`src/rtl/bws_pkg.sv`:
```
package bws_pkg;
  typedef enum logic [1:0] {
    SZ_BYTE = 2'b00,
    SZ_WORD = 2'b01,
    SZ_LONG = 2'b10,
    SZ_LALT = 2'b11
  } size_e;

  typedef struct packed {
    logic       wr;
    logic       wide;
    logic       lone;
    logic [2:0] beats;
    logic [2:0] nbytes;
  } shape_t;
endpackage

```
`src/rtl/bws_plan.sv`:
```
module bws_plan
  import bws_pkg::*;
#(
  parameter int ADDR_W  = 24,
  parameter int SPACE_W = 2,
  localparam int NUM_SPACES = 1 << SPACE_W
) (
  input  logic [ADDR_W-1:0]     addr,
  input  logic [1:0]            size,
  input  logic                  write,
  input  logic                  fetch,
  input  logic [NUM_SPACES-1:0] space_is16,
  output logic [ADDR_W-1:0]     base,
  output shape_t                shape
);
  size_e eff;
  logic [SPACE_W-1:0] space;
  logic wide;

  always_comb begin
    space = addr[ADDR_W-1 -: SPACE_W];
    wide  = space_is16[space];
    if (fetch) eff = SZ_LONG;
    else       eff = size_e'(size);
    base = addr;
    shape.wr   = write & ~fetch;
    shape.wide = wide;
    shape.lone = 1'b0;
    unique case (eff)
      SZ_BYTE: begin
        shape.nbytes = 3'd1;
        shape.beats  = 3'd1;
        shape.lone   = wide;
      end
      SZ_WORD: begin
        base[0]      = 1'b0;
        shape.nbytes = 3'd2;
        shape.beats  = wide ? 3'd1 : 3'd2;
      end
      default: begin
        base[1:0]    = 2'b00;
        shape.nbytes = 3'd4;
        shape.beats  = wide ? 3'd2 : 3'd4;
      end
    endcase
  end
endmodule

```
`src/rtl/bws_beat_timer.sv`:
```
module bws_beat_timer #(
  parameter int STATES = 2,
  parameter int BEAT_W = 3,
  localparam int CNT_W = (STATES > 1) ? $clog2(STATES) : 1
) (
  input  logic              clk,
  input  logic              rst_n,
  input  logic              start,
  input  logic [BEAT_W-1:0] beats_in,
  output logic              busy,
  output logic [BEAT_W-1:0] beat_idx,
  output logic              beat_end,
  output logic              cycle_end,
  output logic              done
);
  logic [CNT_W-1:0]  st_q;
  logic [BEAT_W-1:0] last_q;

  assign beat_end  = busy && (st_q == CNT_W'(STATES - 1));
  assign cycle_end = beat_end && (beat_idx == last_q);

  always_ff @(posedge clk or negedge rst_n) begin
    if (!rst_n) begin
      busy     <= 1'b0;
      st_q     <= '0;
      beat_idx <= '0;
      last_q   <= '0;
      done     <= 1'b0;
    end else begin
      done <= cycle_end;
      if (start) begin
        busy     <= 1'b1;
        st_q     <= '0;
        beat_idx <= '0;
        last_q   <= beats_in - BEAT_W'(1);
      end else if (busy) begin
        if (beat_end) begin
          st_q <= '0;
          if (cycle_end) busy <= 1'b0;
          else           beat_idx <= beat_idx + BEAT_W'(1);
        end else begin
          st_q <= st_q + CNT_W'(1);
        end
      end
    end
  end
endmodule

```
`src/rtl/bws_datapath.sv`:
```
module bws_datapath (
  input  logic        clk,
  input  logic        rst_n,
  input  logic        start,
  input  logic [2:0]  nbytes,
  input  logic [31:0] wdata_in,
  input  logic        wide,
  input  logic        lone,
  input  logic        addr0,
  input  logic        beat_end,
  input  logic [15:0] mem_rdata,
  output logic [15:0] mem_wdata,
  output logic [31:0] rdata
);
  logic [31:0] wsh;
  logic [31:0] wjust;

  always_comb begin
    unique case (nbytes)
      3'd1:    wjust = wdata_in << 24;
      3'd2:    wjust = wdata_in << 16;
      default: wjust = wdata_in;
    endcase
  end

  always_comb begin
    if (wide && !lone) mem_wdata = wsh[31:16];
    else if (wide)     mem_wdata = {wsh[31:24], wsh[31:24]};
    else               mem_wdata = {8'h00, wsh[31:24]};
  end

  always_ff @(posedge clk or negedge rst_n) begin
    if (!rst_n) begin
      wsh   <= '0;
      rdata <= '0;
    end else if (start) begin
      wsh   <= wjust;
      rdata <= '0;
    end else if (beat_end) begin
      if (wide && !lone) begin
        rdata <= {rdata[15:0], mem_rdata};
        wsh   <= wsh << 16;
      end else if (wide) begin
        rdata <= {rdata[23:0], addr0 ? mem_rdata[7:0] : mem_rdata[15:8]};
      end else begin
        rdata <= {rdata[23:0], mem_rdata[7:0]};
        wsh   <= wsh << 8;
      end
    end
  end
endmodule

```
`src/rtl/bws_arbiter.sv`:
```
module bws_arbiter (
  input  logic clk,
  input  logic rst_n,
  input  logic breq,
  input  logic busy,
  input  logic cycle_end,
  output logic bgrant
);
  always_ff @(posedge clk or negedge rst_n) begin
    if (!rst_n) bgrant <= 1'b0;
    else        bgrant <= breq && (!busy || cycle_end);
  end
endmodule

```
`src/rtl/bus_width_seq.sv`:
```
module bus_width_seq
  import bws_pkg::*;
#(
  parameter int ADDR_W  = 24,
  parameter int SPACE_W = 2,
  parameter int STATES  = 2,
  localparam int NUM_SPACES = 1 << SPACE_W
) (
  input  logic                  clk,
  input  logic                  rst_n,
  input  logic [NUM_SPACES-1:0] space_is16,
  input  logic                  req_valid,
  output logic                  req_ready,
  input  logic [ADDR_W-1:0]     req_addr,
  input  logic [1:0]            req_size,
  input  logic                  req_write,
  input  logic                  req_fetch,
  input  logic [31:0]           req_wdata,
  output logic                  done,
  output logic [31:0]           rdata,
  output logic [ADDR_W-1:0]     mem_addr,
  output logic                  mem_rd,
  output logic                  mem_wr,
  output logic                  mem_wide,
  output logic                  mem_byte,
  output logic [15:0]           mem_wdata,
  input  logic [15:0]           mem_rdata,
  input  logic                  breq,
  output logic                  bgrant
);
  logic [ADDR_W-1:0] base_c, base_q, offs;
  shape_t shape_c, shape_q;
  logic start, busy, beat_end, cycle_end;
  logic [2:0] beat_idx;

  bws_plan #(.ADDR_W(ADDR_W), .SPACE_W(SPACE_W)) u_plan (
    .addr(req_addr), .size(req_size), .write(req_write), .fetch(req_fetch),
    .space_is16(space_is16), .base(base_c), .shape(shape_c)
  );

  assign req_ready = !busy && !breq && !bgrant;
  assign start     = req_valid && req_ready;

  always_ff @(posedge clk or negedge rst_n) begin
    if (!rst_n) begin
      base_q  <= '0;
      shape_q <= '0;
    end else if (start) begin
      base_q  <= base_c;
      shape_q <= shape_c;
    end
  end

  bws_beat_timer #(.STATES(STATES), .BEAT_W(3)) u_timer (
    .clk(clk), .rst_n(rst_n), .start(start), .beats_in(shape_c.beats),
    .busy(busy), .beat_idx(beat_idx), .beat_end(beat_end),
    .cycle_end(cycle_end), .done(done)
  );

  bws_datapath u_dp (
    .clk(clk), .rst_n(rst_n), .start(start), .nbytes(shape_c.nbytes),
    .wdata_in(req_wdata), .wide(shape_q.wide), .lone(shape_q.lone),
    .addr0(base_q[0]), .beat_end(beat_end), .mem_rdata(mem_rdata),
    .mem_wdata(mem_wdata), .rdata(rdata)
  );

  bws_arbiter u_arb (
    .clk(clk), .rst_n(rst_n), .breq(breq), .busy(busy),
    .cycle_end(cycle_end), .bgrant(bgrant)
  );

  always_comb begin
    offs = '0;
    offs[3:0] = shape_q.wide ? {beat_idx, 1'b0} : {1'b0, beat_idx};
  end

  assign mem_addr = base_q + offs;
  assign mem_rd   = busy && !shape_q.wr;
  assign mem_wr   = busy && shape_q.wr;
  assign mem_wide = busy && shape_q.wide;
  assign mem_byte = busy && shape_q.lone;
endmodule

```
`config.mk`:
```
export PLATFORM = sky130hd
export DESIGN_NAME = bus_width_seq
export DESIGN_NICKNAME = d
export VERILOG_FILES = /design/src/rtl/bws_pkg.sv /design/src/rtl/bws_plan.sv /design/src/rtl/bws_beat_timer.sv /design/src/rtl/bws_datapath.sv /design/src/rtl/bws_arbiter.sv /design/src/rtl/bus_width_seq.sv
export SDC_FILE = /design/constraint.sdc
export NUM_CORES = 1
export LEC_CHECK = 0
export CAP_MARGIN = 20
export CORE_ASPECT_RATIO = 0.6
export CORE_UTILIZATION = 52
export CTS_CLUSTER_SIZE = 30
export DETAILED_ROUTE_END_ITERATION = 7
export PLACE_DENSITY = 0.95
export SLEW_MARGIN = 10
export SYNTH_ARGS = -nofsm -noshare
export SYNTH_HDL_FRONTEND = slang
export SYNTH_SLANG_ARGS = --single-unit
```
`constraint.sdc`:
```
create_clock -name clk -period 5.1 [get_ports clk]
set_input_delay 0.51 -clock clk [delete_from_list [all_inputs] [get_ports clk]]
set_output_delay 0.51 -clock clk [all_outputs]
set_load 0.05 [all_outputs]
```
== Yosys cells after proc, flatten, opt, wreduce, memory -nomap -nowiden ==
Cells that the tools add are included.

* Register bits: 101
* Bits of input ports: 84
* Logic and storage cells: 81

* $add $sub $neg: 4
* $lt $le $gt $ge: 1
* Equality and inequality tests: 6
* Multiplexer cells: 33
* Bitwise logic cells: 2
* Reduce and logical (&&, ||, !) cells: 23

{| class="wikitable"
|+ Operator list
! kind !! count
|-
| $mux W32 || 7
|-
| $pmux W32 S2 || 1
|-
| $mux W16 || 2
|-
| $add A24 B4 Y24 || 1
|-
| $mux W8 || 2
|-
| $mux W3 || 5
|-
| $pmux W6 S2 || 1
|-
| $logic_and A1 B1 Y1 || 11
|-
| $mux W1 || 11
|-
| $logic_not A1 Y1 || 5
|-
| $mux W2 || 2
|-
| $mux W4 || 1
|-
| $reduce_bool A2 Y1 || 2
|-
| $add A3 B1 Y3 const B || 1
|-
| $eq A3 B1 Y1 const B || 1
|-
| $eq A3 B2 Y1 const B || 1
|-
| $eq A3 B3 Y1 || 1
|-
| $lt A2 B3 Y1 const B || 1
|-
| $ne A3 B1 Y1 const B || 1
|-
| $reduce_and A3 Y1 || 1
|-
| $sub A3 B1 Y3 const B || 1
|-
| $bmux W1 S2 || 1
|-
| $eq A2 B1 Y1 const B || 1
|-
| $logic_not A2 Y1 || 1
|-
| 7 further kinds || 7
|}

== Longest topological paths before layout ==
Gate-level depths: netlist of the first run.

* Word-level depth: 7
* Gate-level depth with buffers: 9
* Depth with buffers taken out: 8

== Hierarchy ==
Synthesis of the first run repeated with hierarchy kept, for this count alone.

* Cells, all modules: 621
* Area, all modules: 5,899.4 sq um

{| class="wikitable"
|+ Modules (own cells, without submodules)
! module !! instances !! cells an instance !! area an instance (sq um) !! seq. area each (sq um)
|-
| bws_datapath || 1 || 397 || 3,432.0 || 1,601.5
|-
| bus_width_seq || 1 || 132 || 1,640.3 || 675.6
|-
| bws_beat_timer || 1 || 52 || 519.2 || 225.2
|-
| bws_plan || 1 || 37 || 271.5 || 0.0
|-
| bws_arbiter || 1 || 3 || 36.3 || 25.0
|}

== Least setup slack after synthesis of the first run ==
Ideal clock, no wire load.

* Path kind: register to output
* Start point: register shape_q[7] (netlist name)
* End point: output port mem_addr[15]
* Data arrival time: 2.649 ns
* Data required time: 4.590 ns
* Slack: 1.941 ns
* Cell stages (with the launch flop): 8
* Path buffers: 1
* Path through: dfrtp_1 > clkbuf_1 > and2_1 > ha_1 > a21oi_1 > o22ai_1 > nand4_1 > xnor2_1

* Cells in the longest elaborated chain, start to end: 2

{| class="wikitable"
|+ Ends and longest elaborated chain
! item !! line !! source
|-
| start, declared || bus_width_seq.sv:32 || <nowiki>shape_t shape_c, shape_q;</nowiki>
|-
| start signal, assigned || bus_width_seq.sv:50 || <nowiki>shape_q <= shape_c;</nowiki>
|-
| $mux W4 || bus_width_seq.sv:74 || <nowiki>offs[3:0] = shape_q.wide ? {beat_idx, 1'b0} : {1'b0, beat_idx};</nowiki>
|-
| $add A24 B4 Y24 || bus_width_seq.sv:77 || <nowiki>assign mem_addr = base_q + offs;</nowiki>
|-
| end, declared || bus_width_seq.sv:21 || <nowiki>output logic [ADDR_W-1:0] mem_addr,</nowiki>
|}

Every way passes these cells.

== Final worst setup path of the first run ==
* Start point: register shape_q[7] (netlist name)
* End point: output port mem_addr[9]

Same word-level chain as after synthesis.

==> flow_summary.json, run 1 <==
{
  "cpPeakStageDelay_ps": 830,
  "cp.arrival_ps": 3930,
  "cp_num_cells": 7,
  "syn_area_sq_um": 5610,
  "cts_buffer_depth": 2,
  "ys_ff_latch": 101,
  "drt.antenna.violating_nets": 0,
  "critical_path_class": "reg2out",
  "dp_hpwl_um": 11000,
  "setup-violations-final": 0,
  "crit_slowest_cell": "clkdlybuf4s50_1",
  "period_minus_slack_ps": 4440,
  "dieArea_sq_um": 11200,
  "maxCapViolCount": 0,
  "reg2reg_depth": 5,
  "antenna_found_initial": 0,
  "port_buffers": 162,
  "cp_max_fo": 16,
  "grt.overflow.total": 0,
  "multi_input_area_sq_um": 2880,
  "synthTopCellsByCount": "102 x nand2_1, 101 x dfrtp_1, 50 x mux2i_1",
  "cts.sinks": 101,
  "clock_latency_ps": 350,
  "synth_top_flop_cell": "dfrtp_1",
  "holdBufCountCts": 0,
  "fin_tns_setup_ps": 0,
  "wl_per_cell_um": 18.3,
  "ys_warn_count": 0,
  "num_rows": 28,
  "synth_nets": 688,
  "cts_resized": 0,
  "fin_crit_sh_pct": 87.1,
  "synth-edff-count": 0,
  "fp.coreArea_sq_um": 10200,
  "yosys.area.top_type_share_pct": 45.0,
  "routed_via_density": 5.94,
  "drt_pass1_iterations": 6,
  "io_pins": 163,
  "cp.required_ps": 4590,
  "grt_pass1_vias": 4984,
  "status": "completed",
  "path_clk_slew_ps": 60,
  "diodes": 0,
  "worst_pin_slew_ps": 1090,
  "peakVddDrop_mv": 0.429,
  "crit_family": "buffers and inverters",
  "cts_tree": "done",
  "yosysUniqueCellTypes": 44,
  "avgSynthCellArea_sq_um": 9.40,
  "power-per-cell-area_nw_per_um2": 673,
  "hold_class": "in2async",
  "n_fill_cell": 703,
  "cts_buffers": 9,
  "rsz0062_at_grt": "no",
  "drtIter0Drc": 400,
  "fp.dieH_um": 82.5,
  "leakage_nw": 3.33,
  "synth.yosys.seq_area_share_pct": 45.0,
  "grt_pass1_wl_um": 25100,
  "wl_um": 15900,
  "hold_viol_final": 0,
  "relSlewSlack_pct": 26.9,
  "cts_setup_buffers": 0,
  "yosys.area.top_type": "dfrtp_1",
  "crit_chain": "mux2_2, ha_1, nand3_1, o22ai_1, nand4_1, xnor2_1, clkdlybuf4s50_1",
  "drcViolationCount": 0,
  "die_x_um": 136,
  "grt_max_degree": 91,
  "synth_cells": 597,
  "syn_to_final_growth_pct": 35.1,
  "synthTopCellsByArea": "dfrtp_1 45%, mux2i_1 8.9%, nand2_1 6.8%",
  "slew_violations": 0,
  "yosysMostFrequentCell": "nand2_1",
  "grt_usage_pct": 29.6,
  "layout-drive-gt1-share_pct": 5.18,
  "synth_async_sr_flop_share_pct": 100,
  "nets": 820,
  "regArea_sq_um": 2530,
  "initial_utilization_pct": 55.2,
  "h-tree-depth": 3,
  "dp_cells": 852,
  "max_freq_mhz": 225,
  "endpoint_kind": "output port",
  "num_vias": 5155,
  "start_kind": "flop",
  "stdcell_count": 868,
  "gp_congestion": 0.863,
  "clockRootBuffer": "clkbuf_16",
  "finClkSkew_ps": 6.54,
  "path_buf_inv": 1
}
## layout by cell type (no fill, tap or decap), types with 3 or more instances in the layout
cell / netlist / final
and2_1: 17 / 17
a21o_1: 9 / 9
a311oi_1: 8 / 8
a22o_1: 8 / 8
a22oi_1: 8 / 8
xor2_1: 4 / 4
and4_1: 3 / 3
mux2_2: 9 / 9
nor2_1: 16 / 16
ha_1: 6 / 6
nand2_1: 102 / 102
buf_4: 2 / 6
and3_1: 5 / 5
nor2b_1: 13 / 12
nand4_1: 5 / 5
mux2i_1: 50 / 50
dfrtp_1: 101 / 101
clkbuf_16: 0 / 9
xnor2_1: 22 / 22
inv_1: 8 / 8
o31ai_1: 8 / 8
o21ai_0: 47 / 47
a21oi_1: 4 / 4
o21a_1: 9 / 9
clkdlybuf4s50_1: 0 / 161
nand3_1: 46 / 46
a211oi_1: 24 / 24
## final cells by class
cell class                 count  area share [%]
clock buffer                  12            3.38
multi-input combinational    441            38.0
inverter                       8           0.396
clock inverter                 3           0.594
sequential                   101            33.3
timing repair buffer         168            22.0
tap                          135            2.23
## stage by stage
step                worst slack, ps  power [mW]  utilization [%]  hold slack (ps)  cell area, sq um
floorplan                      1940        3.44                -              214              5610
global placement               1290        4.26             71.5              472              7270
detailed placement             1080        4.38             71.5              478              7270
CTS                             683        5.10             74.5              214              7570
global route                    459        5.38             74.6              231              7580
finish                          657        5.10             74.6              193              7580
## metal layers
layer | GRT usage, % | wire length [um] | up-vias | share of wire [%]
met4 | 9.67 | 294 | 0 | 1.9
met3 | 7.75 | 1440 | 25 | 9.1
met2 | 49.6 | 7370 | 276 | 46
met1 | 37.8 | 6770 | 2487 | 43
li1 | - | - | 2367 | -
met5 | 0 | 0 | - | 0
## path summary, 6_finish.rpt
kind                            slack [ps]                          to                      from
worst min-delay path                   190  u_dp.rdata[31]$_DFFE_PN0P_                     rst_n
max in group asynchronous             3820       base_q[6]$_DFFE_PN0N_                     rst_n
worst max-delay path                   660                 mem_addr[9]    shape_q[7]$_DFFE_PN0N_
min in group clk                       490    u_dp.wsh[21]$_DFFE_PN0P_  u_dp.wsh[21]$_DFFE_PN0P_
worst min register to register         490    u_dp.wsh[21]$_DFFE_PN0P_  u_dp.wsh[21]$_DFFE_PN0P_
worst max register to register        2480    u_dp.wsh[29]$_DFFE_PN0P_    shape_q[7]$_DFFE_PN0N_
## kinds of logic after synthesis
kind of cell             share of synthesized area (%)
AO/OA/AOI/OAI                                     15.5
XOR/XNOR                                          4.06
adder cells (fa/ha/maj)                           1.69
buffers and inverters                             4.21
flip-flops                                        45.0
multiplexers                                      11.1
AND/OR/NAND/NOR                                   18.4
## state kept, by name (all words and copies together) (netlist names)
name and count:
u_dp.rdata 32, u_dp.wsh 32, base_q 24, shape_q 3, u_timer.beat_idx 3, u_timer.last_q 3
u_arb.bgrant 1, u_timer.busy 1, u_timer.done 1, u_timer.st_q 1
## report_power, final
part / total, mW / internal, mW / switching (mW)
logic: 2.90 / 1.05 / 1.86
clock network: 0.698 / 0.405 / 0.293
registers: 1.50 / 1.14 / 0.359
total: 5.10 / 2.59 / 2.51
Power figures use the tool's default switching activity.
==> run 2: changes to the inputs <==
--- a/config.mk
+++ b/config.mk
@@ -7,6 +7,7 @@
 export LEC_CHECK = 0
 export CAP_MARGIN = 20
 export CORE_ASPECT_RATIO = 0.6
+export CORE_MARGIN = 2
 export CORE_UTILIZATION = 52
 export CTS_CLUSTER_SIZE = 30
 export DETAILED_ROUTE_END_ITERATION = 7
==> run 2 against run 1 <==
  * Combinational power is essentially flat
  * Register-to-register slack about the same
  * Final area down 0.40%
  * Final cell count rose by 0.58%
  * Count of clock-buffer cells in the layout increased by 1
  * Die area rose by 3.9%
  * Largest cell class unchanged
  * Largest power group unchanged
==> flow_summary.json, run 2 (synthesized netlist as in run 1, its figures left out) <==
{
  "status": "completed",
  "grt_pass1_vias": 4931,
  "cts.sinks": 101,
  "reg_top3": "u_dp.rdata x32, u_dp.wsh x32, base_q x24",
  "comb_power_share_pct": 57.7,
  "die_x_um": 138,
  "regArea_sq_um": 2530,
  "p_sw_mw": 2.47,
  "peakVddDrop_mv": 0.384,
  "leakage_nw": 3.32,
  "cp.arrival_ps": 3650,
  "cp.required_ps": 4590,
  "power-per-cell-area_nw_per_um2": 661,
  "cp_max_fo": 16,
  "max_freq_mhz": 240,
  "syn_to_final_growth_pct": 34.5,
  "p_int_mw": 2.52,
  "cts_buffer_depth": 2,
  "setup-violations-final": 0,
  "dieArea_sq_um": 11700,
  "p_total_mw": 4.99,
  "hold_class": "in2async",
  "period_minus_slack_ps": 4160,
  "port_buffers": 162,
  "dp_slack_ps": 1340,
  "p_clk_share_pct": 12.3,
  "fp.dieH_um": 84.5,
  "path_clk_slew_ps": 60,
  "grt_max_degree": 66,
  "switching_share_pct": 49.4,
  "fp.coreArea_sq_um": 10500,
  "p_seq_share_pct": 29.9,
  "r2r_start": "shape_q[7]$_DFFE_PN0N_",
  "layout_commonest_cell": "clkdlybuf4s50_1",
  "drtIter0Drc": 391,
  "clockRootBuffer": "clkbuf_16",
  "num_rows": 29,
  "wl_per_cell_um": 18.0,
  "io_pins": 163,
  "maxCapViolCount": 0,
  "routed_via_density": 5.80,
  "grt_pass1_wl_um": 25200,
  "drcViolationCount": 0,
  "holdBufCountCts": 0,
  "dp_hpwl_um": 11000,
  "n_fill_cell": 774,
  "grt_usage_pct": 26.7,
  "layout_common_cells": "161 x clkdlybuf4s50_1, 101 x nand2_1, 101 x dfrtp_1",
  "critical_path_class": "reg2out",
  "rr_endpoint": "u_dp.rdata[28]$_DFFE_PN0P_",
  "drt.antenna.violating_nets": 0,
  "timing.hold.ws_ps": 162,
  "cts_resized": 0,
  "initial_utilization_pct": 53.3,
  "diodes": 0,
  "nets": 821,
  "start_kind": "flop",
  "dp_cells": 858,
  "clock_latency_ps": 340,
  "cts_setup_buffers": 0,
  "hold_viol_final": 0,
  "placed_area_sq_um": 7290,
  "fin_area_sq_um": 7550,
  "wl_um": 15700,
  "cts_buffers": 9,
  "antenna_found_initial": 0,
  "final_core_util_pct": 71.7,
  "r2r_slack_ps": 2490,
  "multi_input_area_sq_um": 2890,
  "fin_tns_setup_ps": 0,
  "cts_tree": "done",
  "h-tree-depth": 3,
  "layout-drive-gt1-share_pct": 5.18,
  "drt_pass1_iterations": 6,
  "fin_crit_sh_pct": 81.6,
  "relSlewSlack_pct": 30.9,
  "reg2reg_depth": 4,
  "rsz0062_at_grt": "no",
  "grt.overflow.total": 0,
  "num_vias": 5064,
  "gp_congestion": 0.901,
  "stdcell_count": 873,
  "finClkSkew_ps": 5.87,
  "worst_pin_slew_ps": 1030,
  "slew_violations": 0,
  "endpoint_kind": "output port",
  "finalWorstSetupSlack_ps": 939
}
run 2: cell types whose count changed in the layout (fill, tap and decap cells not counted):
cell / previous run / this run
clkinvlp_4: 2 / 0
clkbuf_1: 1 / 3
nand2_2: 0 / 1
bufinv_16: 1 / 0
nand2_1: 102 / 101
clkinv_2: 0 / 2
clkbuf_8: 2 / 1
buf_4: 6 / 8
buf_6: 1 / 0
run 2: layout make-up:
cell class / instances / share of cell area, %
multi-input combinational: 441 / 38.2
tap: 139 / 2.30
clock inverter: 2 / 0.133
inverter: 8 / 0.398
timing repair buffer: 169 / 22.1
sequential: 101 / 33.5
clock buffer: 13 / 3.32
run 2: power by group through the flow:
stage,Sequential [mW],Combinational [mW],Clock [mW]
floorplan,1.73,1.71,0
finish,1.49,2.88,0.616
CTS,1.49,2.89,0.628
global placement,1.46,2.79,0
detailed placement,1.50,2.87,0
global route,1.54,3.06,0.657
run 2: worst max-delay path, stage by stage (launching register included):
cell	delay, ps
dfrtp_1	580
nor2b_1	210
ha_1	190
inv_1	70
fa_1	410
nor2b_1	180
o31a_1	460
nand3_1	180
xnor2_1	210
clkdlybuf4s50_1	830
run 2: worst max-delay path by stage:
| stage | endpoint | startpoint | slack (ps) |
|---|---|---|---|
| 6_report | mem_addr[16] | shape_q[7]$_DFFE_PN0N_ | 940 |
| 5_1_grt | mem_addr[20] | shape_q[7]$_DFFE_PN0N_ | 750 |
| 4_1_cts | mem_addr[16] | shape_q[7]$_DFFE_PN0N_ | 970 |
| 3_5_place_dp | mem_addr[16] | shape_q[7]$_DFFE_PN0N_ | 1340 |
| 3_3_place_gp | mem_addr[22] | shape_q[7]$_DFFE_PN0N_ | 1450 |
| 2_1_floorplan | mem_addr[15] | shape_q[7]$_DFFE_PN0N_ | 1940 |
run 2: layer usage:
layer  wire, um  GRT usage (%)  share of wire [%]  vias up
li1           -              -                  -     2367
met1       6840           35.8                 44     2476
met2       7660           45.3                 49      205
met3       1020           6.16                6.5       16
met4        155           5.57               0.99        0
met5          0              0                  0        -
==> run 3: changes to the inputs <==
--- a/config.mk
+++ b/config.mk
@@ -8,10 +8,10 @@
 export CAP_MARGIN = 20
 export CORE_ASPECT_RATIO = 0.6
 export CORE_MARGIN = 2
-export CORE_UTILIZATION = 52
+export CORE_UTILIZATION = 44
 export CTS_CLUSTER_SIZE = 30
 export DETAILED_ROUTE_END_ITERATION = 7
-export PLACE_DENSITY = 0.95
+export PLACE_DENSITY = 0.89
 export SLEW_MARGIN = 10
 export SYNTH_ARGS = -nofsm -noshare
 export SYNTH_HDL_FRONTEND = slang
==> constraint.sdc (replaced) <==
create_clock -name clk -period 3.6 [get_ports clk]
set_input_delay 0.36 -clock clk [delete_from_list [all_inputs] [get_ports clk]]
set_output_delay 0.36 -clock clk [all_outputs]
set_load 0.05 [all_outputs]
==> run 3 against run 2 <==
  * Sequential share of layout area is 1.1 points lower
  * Register-to-register slack lost 1200 ps
  * Critical endpoint is now mem_addr[12]
  * Via count barely moved
  * First-iteration DRC count down 17%
  * Global-route usage down 3.2 points
  * Setup slack worse by 580 ps
  * Final area up 3.3%
  * Total power rose by 47%
  * Clock skew grew 0.71 ps
  * Final cell count up 3.9%
  * Sequential cell count is the same
  * Worst hold slack improved by 270 ps
==> flow_summary.json, run 3 (synthesized netlist as in run 1, its figures left out) <==
{
  "status": "completed",
  "nets": 828,
  "endpoint_kind": "output port",
  "cts_setup_buffers": 0,
  "cts_buffer_depth": 2,
  "cts_resized": 0,
  "syn_to_final_growth_pct": 39.0,
  "routed_via_density": 5.58,
  "r2r_start": "shape_q[7]$_DFFE_PN0N_",
  "max_freq_mhz": 309,
  "fp.coreArea_sq_um": 12300,
  "fin_area_sq_um": 7800,
  "port_buffers": 162,
  "reg_top3": "u_dp.rdata x32, u_dp.wsh x32, base_q x24",
  "cp_max_fo": 10,
  "grt.overflow.total": 0,
  "diodes": 0,
  "fin_tns_setup_ps": 0,
  "layout-drive-gt1-share_pct": 9.03,
  "placed_area_sq_um": 7460,
  "path_clk_slew_ps": 70,
  "start_kind": "flop",
  "hold_class": "in2async",
  "gp_congestion": 0.906,
  "layout_common_cells": "141 x clkdlybuf4s50_1, 101 x nand2_1, 101 x dfrtp_1",
  "power-per-cell-area_nw_per_um2": 943,
  "critPathMostFrequentCell": "nor2b_1",
  "num_vias": 5063,
  "hold_viol_final": 0,
  "wl_per_cell_um": 17.2,
  "slew_violations": 0,
  "drt.antenna.violating_nets": 0,
  "peakVddDrop_mv": 0.587,
  "cp.arrival_ps": 2880,
  "period_minus_slack_ps": 3240,
  "clockRootBuffer": "clkbuf_16",
  "timing.hold.ws_ps": 428,
  "layout_commonest_cell": "clkdlybuf4s50_1",
  "p_total_mw": 7.35,
  "grt_pass1_wl_um": 25500,
  "cts.sinks": 101,
  "grt_pass1_vias": 5004,
  "worstSetupStartpoint": "u_timer.beat_idx[0]$_DFFE_PN0P_",
  "grt_usage_pct": 23.5,
  "maxCapViolCount": 0,
  "drtIter0Drc": 324,
  "cpPeakStageDelay_ps": 470,
  "finClkSkew_ps": 6.58,
  "reg2reg_depth": 5,
  "fin_crit_sh_pct": 89.9,
  "cp.required_ps": 3240,
  "clock_latency_ps": 350,
  "io_pins": 163,
  "rsz0062_at_grt": "no",
  "grt_max_degree": 81,
  "cp_num_cells": 9,
  "leakage_nw": 3.45,
  "die_x_um": 150,
  "crit_family": "adder cells",
  "finalWorstSetupSlack_ps": 364,
  "wl_um": 15600,
  "worst_pin_slew_ps": 979,
  "dp_slack_ps": 751,
  "drt_pass1_iterations": 6,
  "holdBufCountCts": 0,
  "drcViolationCount": 0,
  "crit_slowest_cell": "dfrtp_1",
  "cts_tree": "done",
  "dieArea_sq_um": 13700,
  "num_rows": 31,
  "cts_buffers": 9,
  "relSlewSlack_pct": 34.5,
  "fp.dieH_um": 91.5,
  "crit_chain": "nor2b_1, ha_1, inv_1, fa_1, nor2b_1, o31a_1, nand4_1, xnor2_1, buf_12",
  "initial_utilization_pct": 45.8,
  "h-tree-depth": 3,
  "critical_path_class": "reg2out",
  "antenna_found_initial": 0,
  "path_buf_inv": 2,
  "dp_hpwl_um": 11100,
  "setup-violations-final": 0
}
run 3: cell count changes in the layout (fill, tap and decap cells not counted):
cell,change
buf_12,+12
clkinvlp_4,+1
bufinv_16,+1
clkbuf_1,-2
dlygate4sd3_1,+1
clkinv_4,+2
clkinv_2,-1
clkdlybuf4s50_1,-20
buf_4,+13
buf_16,+1
run 3: layer usage:
| layer | GRT usage [%] | share of wire [%] |
|---|---|---|
| met5 | 0 | 0 |
| met4 | 5.42 | 0.87 |
| met3 | 5.88 | 8.3 |
| met2 | 36.7 | 46 |
| met1 | 33.1 | 45 |
run 3: cell type report:
type	instances	area (sq um)
Clock buffer	11	243
Clock inverter	5	60.1
Fill cell	977	4460
Inverter	8	30.0
Multi-Input combinational cell	441	2890
Sequential cell	101	2530
Tap cell	165	206
Timing Repair Buffer	176	1850
run 3: worst reg2reg max path: cells and delay by family (launching register included):
family / cells / cell delay [ps]
DFF: 1 / 440
muxes: 1 / 280
buffers and inverters: 2 / 740
AOI/OAI and AO/OA: 1 / 110
and+or+nand+nor: 1 / 580
run 3: worst paths after layout:
path / endpoint / slack (ps)
setup / recovery: mem_addr[12] / 360
hold / removal: u_dp.rdata[7]$_DFFE_PN0P_ / 430
setup reg to reg: u_dp.rdata[14]$_DFFE_PN0P_ / 1280
hold reg to reg: u_dp.wsh[27]$_DFFE_PN0P_ / 500
max in group asynchronous: u_dp.rdata[22]$_DFFE_PN0P_ / 2360
min in group clk: u_dp.wsh[27]$_DFFE_PN0P_ / 500
run 3: power breakdown:
part	switching, mW	internal (mW)	leakage (nW)
combinational	2.64	1.62	2.00
sequential	0.490	1.61	1.31
clock	0.427	0.560	0.146
total	3.56	3.79	3.45
run 3: stage by stage:
step / util (%) / instances
3_3_place_gp: 60.9 / 889
6_report: 63.6 / 907
5_1_grt: 63.6 / 907
2_1_floorplan: - / 597
4_1_cts: 63.3 / 905
3_5_place_dp: 60.9 / 889
